### config.mk
export PLATFORM = sky130hd
export DESIGN_NAME = dma_bus_arbiter
export DESIGN_NICKNAME = d
export VERILOG_FILES = /design/src/rtl/dma_arb_pkg.sv /design/src/rtl/dma_arb_pick.sv /design/src/rtl/dma_arb_chan.sv /design/src/rtl/dma_bus_arbiter.sv
export SDC_FILE = /design/constraint.sdc
export NUM_CORES = 1
export LEC_CHECK = 0
export BUFFER_PORTS_ARGS = -buffer_cell sky130_fd_sc_hd__buf_4
export CORE_MARGIN = 5
export CORE_UTILIZATION = 50
export DETAILED_ROUTE_END_ITERATION = 8
export PLACE_DENSITY = 0.72
export SETUP_SLACK_MARGIN = 0.2
export SYNTH_ARGS = -nofsm -noshare
export SYNTH_HDL_FRONTEND = slang
export SYNTH_SLANG_ARGS = --single-unit
### constraint.sdc
create_clock -name clk -period 13.6 [get_ports clk]
set_clock_uncertainty 0.2 [all_clocks]
set_input_delay 2.72 -clock clk [delete_from_list [all_inputs] [get_ports clk]]
set_output_delay 2.72 -clock clk [all_outputs]
set_load 0.01 [all_outputs]
### src/rtl/dma_arb_pkg.sv
package dma_arb_pkg;
   typedef enum logic [1:0] {
      PH_IDLE = 2'd0,
      PH_SRC  = 2'd1,
      PH_DST  = 2'd2
   } phase_t;
endpackage

### src/rtl/dma_arb_pick.sv
// Combinational winner search over pending channels.
module dma_arb_pick #(
   parameter int N_CH   = 4,
   parameter int PRIO_W = 3,
   localparam int IW    = $clog2(N_CH)
) (
   input  logic [N_CH-1:0]        act_i,
   input  logic [N_CH*PRIO_W-1:0] prio_i,
   input  logic                   fair_i,
   input  logic [IW-1:0]          last_i,
   output logic                   valid_o,
   output logic [IW-1:0]          win_o,
   output logic [PRIO_W-1:0]      win_prio_o
);
   always_comb begin
      int base;
      valid_o    = 1'b0;
      win_o      = '0;
      win_prio_o = '1;
      base       = fair_i ? int'(last_i) + 1 : 0;
      for (int k = 0; k < N_CH; k++) begin
         int idx;
         idx = base + k;
         if (idx >= N_CH) idx = idx - N_CH;
         // strict '<' keeps the first channel found in search order
         if (act_i[idx] && (!valid_o || (prio_i[idx*PRIO_W +: PRIO_W] < win_prio_o))) begin
            valid_o    = 1'b1;
            win_o      = IW'(idx);
            win_prio_o = prio_i[idx*PRIO_W +: PRIO_W];
         end
      end
   end
endmodule

### src/rtl/dma_arb_chan.sv
// Per-channel remaining-count register with load and retire.
module dma_arb_chan #(
   parameter int LEN_W = 8,
   parameter int CW    = 3
) (
   input  logic             clk,
   input  logic             rst_n,
   input  logic             req_i,
   input  logic [LEN_W-1:0] len_i,
   input  logic             retire_i,
   input  logic [CW-1:0]    amt_i,
   output logic [LEN_W-1:0] rem_o,
   output logic             done_o
);
   logic [LEN_W-1:0] amt_ext;
   assign amt_ext = LEN_W'(amt_i);

   always_ff @(posedge clk) begin
      if (!rst_n) begin
         rem_o  <= '0;
         done_o <= 1'b0;
      end else begin
         done_o <= 1'b0;
         if (retire_i) begin
            rem_o  <= rem_o - amt_ext;
            done_o <= (rem_o == amt_ext);
         end else if ((rem_o == '0) && req_i && (len_i != '0)) begin
            rem_o <= len_i;
         end
      end
   end
endmodule

### src/rtl/dma_bus_arbiter.sv
module dma_bus_arbiter
   import dma_arb_pkg::*;
#(
   parameter int N_CH      = 4,
   parameter int PRIO_W    = 3,
   parameter int LEN_W     = 12,
   parameter int CHUNK_MAX = 4
) (
   input  logic                   clk,
   input  logic                   rst_n,
   input  logic                   fair_mode_i,
   input  logic [N_CH-1:0]        req_i,
   input  logic [N_CH*PRIO_W-1:0] prio_i,
   input  logic [N_CH*LEN_W-1:0]  len_i,
   output logic [N_CH-1:0]        grant_o,
   output logic                   src_o,
   output logic                   dst_o,
   output logic [N_CH-1:0]        done_o
);
   localparam int IW = $clog2(N_CH);
   localparam int CW = $clog2(CHUNK_MAX + 1);

   generate
      if (N_CH < 2)          begin : g_bad_n  $error("N_CH must be at least 2"); end
      if (PRIO_W < 1)        begin : g_bad_p  $error("PRIO_W must be at least 1"); end
      if (CHUNK_MAX < 1)     begin : g_bad_c  $error("CHUNK_MAX must be at least 1"); end
      if (LEN_W < CW)        begin : g_bad_l  $error("LEN_W too narrow for CHUNK_MAX"); end
   endgenerate

   phase_t               state_q;
   logic [CW-1:0]        cnt_q, unit_q;
   logic [IW-1:0]        owner_q, last_q;
   logic [N_CH*LEN_W-1:0] rem_flat;
   logic [N_CH-1:0]      act, retire;
   logic                 win_valid, unit_end, preempt;
   logic [IW-1:0]        win;
   logic [PRIO_W-1:0]    win_prio, own_prio;
   logic [LEN_W-1:0]     win_rem;
   logic [CW-1:0]        win_unit;

   // channel count registers
   for (genvar g = 0; g < N_CH; g++) begin : g_ch
      assign act[g]    = (rem_flat[g*LEN_W +: LEN_W] != '0);
      assign retire[g] = (state_q == PH_DST) && unit_end && (owner_q == IW'(g));
      dma_arb_chan #(.LEN_W(LEN_W), .CW(CW)) u_chan (
         .clk      (clk),
         .rst_n    (rst_n),
         .req_i    (req_i[g]),
         .len_i    (len_i[g*LEN_W +: LEN_W]),
         .retire_i (retire[g]),
         .amt_i    (unit_q),
         .rem_o    (rem_flat[g*LEN_W +: LEN_W]),
         .done_o   (done_o[g])
      );
   end

   dma_arb_pick #(.N_CH(N_CH), .PRIO_W(PRIO_W)) u_pick (
      .act_i      (act),
      .prio_i     (prio_i),
      .fair_i     (fair_mode_i),
      .last_i     (last_q),
      .valid_o    (win_valid),
      .win_o      (win),
      .win_prio_o (win_prio)
   );

   always_comb begin
      win_rem  = rem_flat[win*LEN_W +: LEN_W];
      win_unit = (win_rem > LEN_W'(CHUNK_MAX)) ? CW'(CHUNK_MAX) : win_rem[CW-1:0];
      own_prio = prio_i[owner_q*PRIO_W +: PRIO_W];
      unit_end = (cnt_q == unit_q - CW'(1));
      preempt  = (state_q == PH_SRC) && win_valid && (win_prio < own_prio);
   end

   // phase sequencer: grant moves only from idle or inside a source phase
   always_ff @(posedge clk) begin
      if (!rst_n) begin
         state_q <= PH_IDLE;
         cnt_q   <= '0;
         unit_q  <= '0;
         owner_q <= '0;
         last_q  <= IW'(N_CH - 1);
         grant_o <= '0;
      end else begin
         if ((state_q == PH_IDLE && win_valid) || preempt) begin
            state_q <= PH_SRC;
            owner_q <= win;
            last_q  <= win;
            unit_q  <= win_unit;
            cnt_q   <= '0;
            grant_o <= N_CH'(1) << win;
         end else if (state_q == PH_SRC) begin
            if (unit_end) begin
               state_q <= PH_DST;
               cnt_q   <= '0;
            end else begin
               cnt_q <= cnt_q + CW'(1);
            end
         end else if (state_q == PH_DST) begin
            if (unit_end) begin
               state_q <= PH_IDLE;
               grant_o <= '0;
            end else begin
               cnt_q <= cnt_q + CW'(1);
            end
         end
      end
   end

   assign src_o = (state_q == PH_SRC);
   assign dst_o = (state_q == PH_DST);
endmodule

* Word-level counts from Yosys, hierarchy flattened
Cells that the tools add are included.
** Storage, ports and cells
- Flip-flop bits (word level) :: 68
- Output and inout port bits :: 10
** Operators by class
- Add/subtract/negate cells :: 14
- $mul :: 6
- $lt $le $gt $ge :: 13
- Equal/unequal tests :: 12
- Shift-type cells :: 7
- Mux-type cells :: 51
- Bitwise gates (word level) :: 1
- Reductions and logical operators :: 57
** Operator list (number)
- $mux 32 :: 5
- $ge 32x4->1 const B :: 4
- $lt 32x4->1 const B :: 4
- $mul 32x3->32 const B :: 4
- $shiftx 12x32->3 :: 4
- $sub 32x4->32 const B :: 4
- $mux 12 :: 8
- $reduce_bool 12->1 :: 8
- $add 32x3->32 const B :: 2
- $eq 12x3->1 :: 4
- $logic_not 12->1 :: 4
- $shiftx 48x7->12 :: 1
- $sub 12x3->12 :: 4
- $add 32x2->32 const B :: 1
- $mux 3 :: 9
- $logic_and 1x1->1 :: 19
- $mux 2 :: 8
- $mux 4 :: 4
- $reduce_and 2->1 :: 7
- $reduce_bool 2->1 :: 7
- $mux 1 :: 13
- $gt 12x3->1 const B :: 1
- $lt 3x3->1 :: 4
- $shiftx 12x5->3 :: 1
- other kinds (18) :: 31

* Logic depth before layout (Yosys ltp)
Gate-level depths: netlist (run 1).
- Depth in word-level cells :: 25
- Gate-level depth with buffers :: 46

* Cells and area by module
From an unflattened synthesis (run 1), not the netlist that was laid out.
** Unflattened totals
- Cell total of the unflattened synthesis :: 836
- Area, all modules :: 6902.9 um2
** Modules (own cells, without submodules)
- dma_arb_chan :: times used 4, cells an instance 96, area an instance 799.5 um2, seq. area each 260.2 um2
- dma_arb_pick :: times used 1, cells an instance 312, area an instance 2461.1 um2, seq. area each 0.0 um2
- dma_bus_arbiter :: times used 1, cells an instance 140, area an instance 1243.7 um2, seq. area each 320.3 um2

* Worst setup path before layout (run 1)
Ideal clock, no wire load.
- Path kind :: input port to flip-flop
- Start :: input port fair_mode_i
- End :: register grant_o[2]
- Library setup time :: 0.128 ns
- Data arrival time :: 10.030 ns
- Setup slack :: 3.242 ns
- Cell stages on the path :: 42
- Buffers on the path :: 6
- Path through :: nand2b_1 > buf_2 > clkbuf_1 > clkbuf_1 > ha_1 > inv_1 > fa_1 > inv_1 > nand3_1 > o21ai_0 > a22oi_1 > nor2_1 > a41o_1 > ha_1 > a21oi_1 > nand2b_1 > a21o_1 > a21o_1 > (+6 left out) > nor2_1 > a21oi_1 > ha_1 > nand2_1 > a211o_1 > a32o_1 > nand2_1 > o32a_4 > nor2_1 > a21oi_1 > ha_1 > and2_0 > a311oi_1 > o21ai_1 > clkbuf_1 > buf_2 > a31oi_1 > nor2_1
** On the way
- Cells in the longest elaborated chain, start to end :: 24
** RTL lines
- from (decl) :: line dma_bus_arbiter.sv:11 : input logic fair_mode_i,
- $mux 32 * :: line dma_arb_pick.sv:20 : base = fair_i ? int'(last_i) + 1 : 0;
- parallel branches: the longest is 23 deep, another holds $add 32x2->32
- to (signal assigned) :: line dma_bus_arbiter.sv:91 : grant_o <= N_CH'(1) << win;
- to (decl) :: line dma_bus_arbiter.sv:15 : output logic [N_CH-1:0] grant_o,
Every way passes the cells marked *. The select of a mux whose other input is x is not followed.
A chain may end at the register's enable or synchronous reset.

* Final worst setup path (run 1)
- Start :: input port fair_mode_i
- End :: register unit_q[1]
** On the way
- Cells in the longest elaborated chain, start to end :: 23
** RTL lines
- $mux 32 * :: line dma_arb_pick.sv:20
- parallel branches: the longest is 22 deep, another holds $add 32x2->32
- to (signal assigned) :: line dma_bus_arbiter.sv:89 : unit_q <= win_unit;
- to (decl) :: line dma_bus_arbiter.sv:31 : logic [CW-1:0] cnt_q, unit_q;
Marked as above.

==> metrics.md, run 1 <==
| Metric | Value |
|---|---|
| MaxCap Viol Count | `0` |
| CP Launch Type | `input pin` |
| Critical Path End Type | `flop` |
| Drt wl/cell | `18.3 um` |
| CP Buf/Inv Count | `5` |
| Number of global-route vias before repair | `around 6400` |
| Initial antenna violation count | `0` |
| Post-synth top cells | `68 x dfxtp_1, 67 x nor2_1, 63 x a21oi_1, 62 x nand2_1` |
| Arrival @ worst endpoint | `11.41 ns` |
| Reg-to-reg startpoint | `last_q[0]$_SDFFE_PN1P_` |
| Die width | `around 120 um` |
| Final Max Slew Viols | `0` |
| Clk slew on worst S/H paths | `0.06 ns` |
| Peak Freq | `a little under 90 MHz` |
| Final wirelength | `approximately 19000 um` |
| Placement Cell Area | `about 6900 um^2` |
| Post-Syn Nets | `911` |
| # clock sinks | `68` |
| Setup TNS | `0 ns` |
| HPWL Detailed | `between 10000 and 15000 um` |
| Starting density of the core | `0.505` |
| Dominant cells by area after synthesis | `dfxtp_1 22%, ha_1 7.6%, a21oi_1 5.0%` |
| Worst-path fanout max | `22` |
| Area Growth Syn to Fin | `14.8%` |
| CP required | `about 14 ns` |
| Largest area contributor in the netlist | `dfxtp_1` |
| CTS resizes | `0` |
| Yosys reg bits | `just under 70` |
| Worst-case reg-to-reg path depth | `42` |
| Die Y | `around 120 um` |
| Stages on worst setup path | `42` |
| Hold depth | `2` |
| Post-synth cell types | `85` |
| Worst-Skew Late Latency | `roughly 0.33 ns` |
| CTS Hold Bufs | `0` |
| Asr flop ratio synth | `0` |
| Area of the multi-input gates | `4600 um^2` |
| Total congestion overflow | `0` |
| RSZ-0062 raised after global routing | `false` |
| Port Buf Inserts | `76` |
| Fin. Hold Viols | `0` |
| Layout cell share with drive strength beyond 1 | `0.161` |
| Worst path slowest cell | `fa_1` |
| Design area | `between 7000 and 8000 um^2` |
| Mapped Area | `roughly 6300 um^2` |
| Post-CTS setup buffer count | `0` |
| Fin nets | `959` |
| Worst slew pin tran | `about 1.1 ns` |
| CTS tree | `yes` |
| Placeable Area | `~12000 um^2` |
| Fill cells | `about 1200` |
| Clk buf depth | `2` |
| 1st-iter DRT viols | `about 530` |
| Gate Count Post-Synth | `800` |
| DRC Markers | `0` |
| Avg Vias per Cell | `6.35` |
| Total track usage | `0.256` |
| Routability congestion estimate | `about 0.91` |
| Ys flop type | `dfxtp_1` |
| Hold WC Path Type | `reg -> reg` |
| First-pass GRT wire length | `~31000 um` |
| Register cell area after layout | `1360 um^2` |
| Final min period | `between 10 and 15 ns` |
| Final antenna-violating net count | `0` |
| Worst R2R End | `unit_q[1]$_SDFFE_PN0P_` |
| R2R setup slack | `3.40 ns` |
| WHS Endpoint | `state_q[0]$_SDFFE_PN0P_` |
| Count leader, synth | `dfxtp_1` |
| Finished Layout Cells | `approximately 1000` |
| Seq/Total Area, Yosys | `0.216` |
| H-tree levels | `3` |
| Status | `complete, no violations` |
| Root Driver | `clkbuf_16` |
| Post-synth EDFFs | `0` |
| Synth warn | `0` |
| I/O Pins | `77` |
| Critical path class | `in -> reg` |
| Number of antenna diodes | `0` |
| Fin worst setup slack | `approximately 2.3 ns` |
| Syn_area_per_cell | `7.87 um^2` |
| Max_slew headroom | `0.283` |
| Final setup violation count | `0` |
| Total CTS buffers | `9` |
| Place WS | `2.14 ns` |
| Crit-path max cell delay | `0.60 ns` |
| # placed instances | `approximately 1000` |
| Std-Cell Rows | `41` |
| Share of the synthesized area in the top cell type | `0.216` |
| Delay-heaviest family, CP | `compound AO/OA/AOI/OAI gates` |
| Hold path start | `state_q[0]$_SDFFE_PN0P_` |
| Final period util | `0.833` |
| Initial DRT Pass Iterations | `5` |
| Vias post-DR | `about 6500` |
| Total die area | `~15000 um^2` |
| Largest net degree at the start of global routing | `40` |
how the worst max path moves through the flow:
stage | start | endpoint | slack [ns]
after detailed placement | fair_mode_i | unit_q[1]$_SDFFE_PN0P_ | 2.14
after floorplan | fair_mode_i | grant_o[2]$_SDFFE_PN0P_ | 3.24
final | fair_mode_i | unit_q[1]$_SDFFE_PN0P_ | 2.27
after CTS | fair_mode_i | unit_q[1]$_SDFFE_PN0P_ | 2.44
after global routing | fair_mode_i | unit_q[1]$_SDFFE_PN0P_ | 1.56
after global placement | fair_mode_i | unit_q[1]$_SDFFE_PN0P_ | 2.56
placed cells by master, fill, tap and decap left out, drive strengths merged, types with 9 or more instances in the layout:
| cell type | n |
|---|---|
| a211oi | 31 |
| a21oi | 63 |
| and2 | 14 |
| and3 | 12 |
| buf | 80 |
| clkbuf | 10 |
| dfxtp | 68 |
| ha | 38 |
| inv | 40 |
| mux2 | 15 |
| mux2i | 19 |
| mux4 | 11 |
| nand2 | 62 |
| nand2b | 16 |
| nand3 | 30 |
| nor2 | 67 |
| nor2b | 12 |
| nor3 | 27 |
| nor4 | 26 |
| o211ai | 9 |
| o21ai | 36 |
| xnor2 | 17 |
flip-flops by register name, summed over array words and instances (netlist names):
register,flops
unit_q,3
last_q,2
grant_o,4
g_ch.u_chan.rem_o,48
cnt_q,3
state_q,2
g_ch.u_chan.done_o,4
owner_q,2
metrics by stage:
stage | utilization | hold WS [ns]
floorplan | - | 0.217
global placement | 0.556 | 0.234
detailed placement | 0.556 | 0.264
CTS | 0.579 | 0.283
global route | 0.579 | 0.298
finish | 0.579 | 0.281
logic make-up (layout without fill, tap and decap cells):
family	count (synthesis)	after routing	synth area share
multiplexers	45	45	0.0970
other	1	1	0.000596
AND/OR/NAND/NOR	314	314	0.262
flip-flops	68	68	0.216
buffers and inverters	83	136	0.0525
adder cells (fa/ha/maj)	44	44	0.0946
XOR/XNOR	25	25	0.0348
AO/OA/AOI/OAI	220	220	0.242
area by class of cell:
| type | count | area share |
|---|---|---|
| inverter | 40 | 0.0208 |
| tap | 172 | 0.0298 |
| clock buffer | 10 | 0.0317 |
| clock inverter | 6 | 0.00884 |
| sequential | 68 | 0.188 |
| multi-input combinational | 649 | 0.637 |
| timing repair buffer | 80 | 0.0832 |
layer usage:
metal,GRT usage,wire [um],up-vias
met2,0.429,8850,296
met4,0.0959,458,0
li1,-,-,3107
met5,0,0,-
met1,0.324,8050,3075
met3,0.0525,1400,30
worst reg2reg max path: cells and delay by family, from the launching register on:
kind                     cells  cell delay, ns
adder cells (fa/ha/maj)      7            2.77
buffers and inverters        4            0.82
AO/OA/AOI/OAI               19            3.79
flip-flops                   1            0.84
AND/OR/NAND/NOR             12            1.73
Power of run 1 is not shown: default switching activity piles up to over one toggle a cycle in this logic, so the estimate is an artifact.
==> run 2: changes to the inputs <==
Clock period 13.6 ns to 10.9 ns, I/O delays scaled along.
==> run 2 against run 1 <==
  * Non-clock buffer count is 7 higher
  * Global-route usage is 0.054 points higher
  * Critical path depth is 1 higher
  * Critical endpoint is now grant_o[3]$_SDFFE_PN0P_
  * Largest cell class unchanged
==> metrics.md, run 2 (synthesis results as in run 1) <==
| Metric | Value |
|---|---|
| Placeable Area | `12500 um^2 (unchanged)` |
| Post-CTS setup buffer count | `0 (unchanged)` |
| Most common cell after layout, fill and taps aside | `buf_4` |
| MaxCap Viol Count | `0 (unchanged)` |
| HPWL Detailed | `14700 um (+2.5%)` |
| Std-Cell Rows | `41 (unchanged)` |
| Fin nets | `966 (+0.73%)` |
| CP Launch Type | `input pin` |
| Hold depth | `1 (-1)` |
| Initial antenna violation count | `0 (unchanged)` |
| Final Max Slew Viols | `0 (unchanged)` |
| Max reg flops | `48 (unchanged)` |
| Finished Layout Cells | `1032 (+0.68%)` |
| Hold path start | `g_ch[0].u_chan.rem_o[11]$_SDFFE_PN0P_` |
| Final min period | `between 9 and 10 ns` |
| CTS resizes | `0 (unchanged)` |
| Routability congestion estimate | `0.981 (+8.0%)` |
| 1st-iter DRT viols | `526 (-1.3%)` |
| Fin worst setup slack | `0.906 ns (-1.36 ns)` |
| RSZ-0062 raised after global routing | `false` |
| First-pass GRT wire length | `30700 um (-0.74%)` |
| Biggest regs | `g_ch.u_chan.rem_o: 48 flops, g_ch.u_chan.done_o: 4 flops, grant_o: 4 flops` |
| Total CTS buffers | `9 (unchanged)` |
| CP required | `10.96 ns (-2.72 ns)` |
| Initial DRT Pass Iterations | `7 (+2)` |
| CP startpoint | `fair_mode_i` |
| WHS Endpoint | `g_ch[0].u_chan.rem_o[11]$_SDFFE_PN0P_` |
| Peak Freq | `approximately 100 MHz` |
| R2R setup slack | `1.83 ns (-1.57 ns)` |
| I/O Pins | `77 (unchanged)` |
| Hold WC Path Type | `reg -> reg` |
| CTS tree | `yes` |
| Final setup violation count | `0 (unchanged)` |
| Final wirelength | `19400 um (+3.3%)` |
| Die width | `122 um (unchanged)` |
| Final antenna-violating net count | `0 (unchanged)` |
| Critical path class | `in -> reg` |
| Most frequent CP cell | `nand2_1` |
| Worst-path fanout max | `21 (-4.5%)` |
| Clk buf depth | `2 (unchanged)` |
| Total congestion overflow | `0 (unchanged)` |
| Worst slew pin tran | `1.16 ns (+0.100 ns)` |
| Critical Path End Type | `flop` |
| Worst-Skew Late Latency | `0.34 ns (about the same)` |
| Die Y | `122 um (unchanged)` |
| Status | `complete, no violations` |
| Most frequent cells in the layout | `87 x buf_4, 68 x dfxtp_1, 67 x nor2_1` |
| Setup TNS | `0 ns (unchanged)` |
| Arrival @ worst endpoint | `10.05 ns (-1.36 ns)` |
| Worst R2R End | `grant_o[3]$_SDFFE_PN0P_` |
| Total die area | `14900 um^2 (unchanged)` |
| Layout cell share with drive strength beyond 1 | `0.171 (+0.0103)` |
| DRC Markers | `0 (unchanged)` |
| Number of global-route vias before repair | `6359 (-0.094%)` |
| Crit-path max cell delay | `0.59 ns (about the same)` |
| Area Growth Syn to Fin | `15.6%` |
| H-tree levels | `3 (unchanged)` |
| Avg Vias per Cell | `6.42 (+1.1%)` |
| Biggest register | `g_ch.u_chan.rem_o` |
| Worst-case reg-to-reg path depth | `43 (+2.4%)` |
| # placed instances | `1016 (+0.69%)` |
| Max_slew headroom | `0.216 (-0.0677)` |
| Number of antenna diodes | `0 (unchanged)` |
| Fin. Hold Viols | `0 (unchanged)` |
| Root Driver | `clkbuf_16` |
| Clk slew on worst S/H paths | `0.05 ns (about the same)` |
| Worst path slowest cell | `fa_1` |
| Vias post-DR | `6626 (+1.8%)` |
| Final period util | `0.917` |
| Hold Slack | `0.263 ns (-0.0182 ns)` |
| Drt wl/cell | `18.8 um (+2.6%)` |
| # clock sinks | `68 (unchanged)` |
| Total track usage | `0.256 (+0.000536)` |
| Largest net degree at the start of global routing | `26 (-35%)` |
| Port Buf Inserts | `76 (unchanged)` |
| Place WS | `0.412 ns (-1.73 ns)` |
| Reg-to-reg startpoint | `last_q[1]$_SDFFE_PN1P_` |
| Starting density of the core | `0.505 (unchanged)` |
| CTS Hold Bufs | `0 (unchanged)` |
run 2: final cells by class:
type	instances	area, um^2
tap	172	215
fill	1146	5190
inverter	40	150
sequential	68	1360
clock inverter	4	25.0
timing repair buffer	87	653
multi-input combinational	649	4620
clock buffer	12	246
run 2: critical path, delay by kind of cell:
| family | cells | cell delay, ns |
|---|---|---|
| AOI/OAI and AO/OA | 17 | 3.12 |
| adders and majority gates | 6 | 1.98 |
| and+or+nand+nor | 15 | 1.90 |
| buffers and inverters | 5 | 0.87 |
run 2: routing by layer:
| metal | wire [um] | track usage |
|---|---|---|
| met5 | 0 | 0 |
| met4 | 759 | 0.116 |
| met3 | 1470 | 0.0455 |
| met2 | 9280 | 0.434 |
| met1 | 7850 | 0.317 |
run 2: worst max-delay path by stage:
stage,cells past startpoint,to,slack (ns)
finish,43,grant_o[3]$_SDFFE_PN0P_,0.91
global route,43,grant_o[3]$_SDFFE_PN0P_,0.28
CTS,41,unit_q[1]$_SDFFE_PN0P_,0.75
detailed placement,41,unit_q[1]$_SDFFE_PN0P_,0.41
global placement,41,grant_o[3]$_SDFFE_PN0P_,0.75
floorplan,42,grant_o[2]$_SDFFE_PN0P_,1.08
run 2: through the flow:
stage | util | instance area [um^2]
floorplan | - | 6290
global placement | 0.560 | 6980
detailed placement | 0.560 | 6980
CTS | 0.582 | 7250
global route | 0.584 | 7270
finish | 0.584 | 7270
Power of run 2 is left out for the same reason.
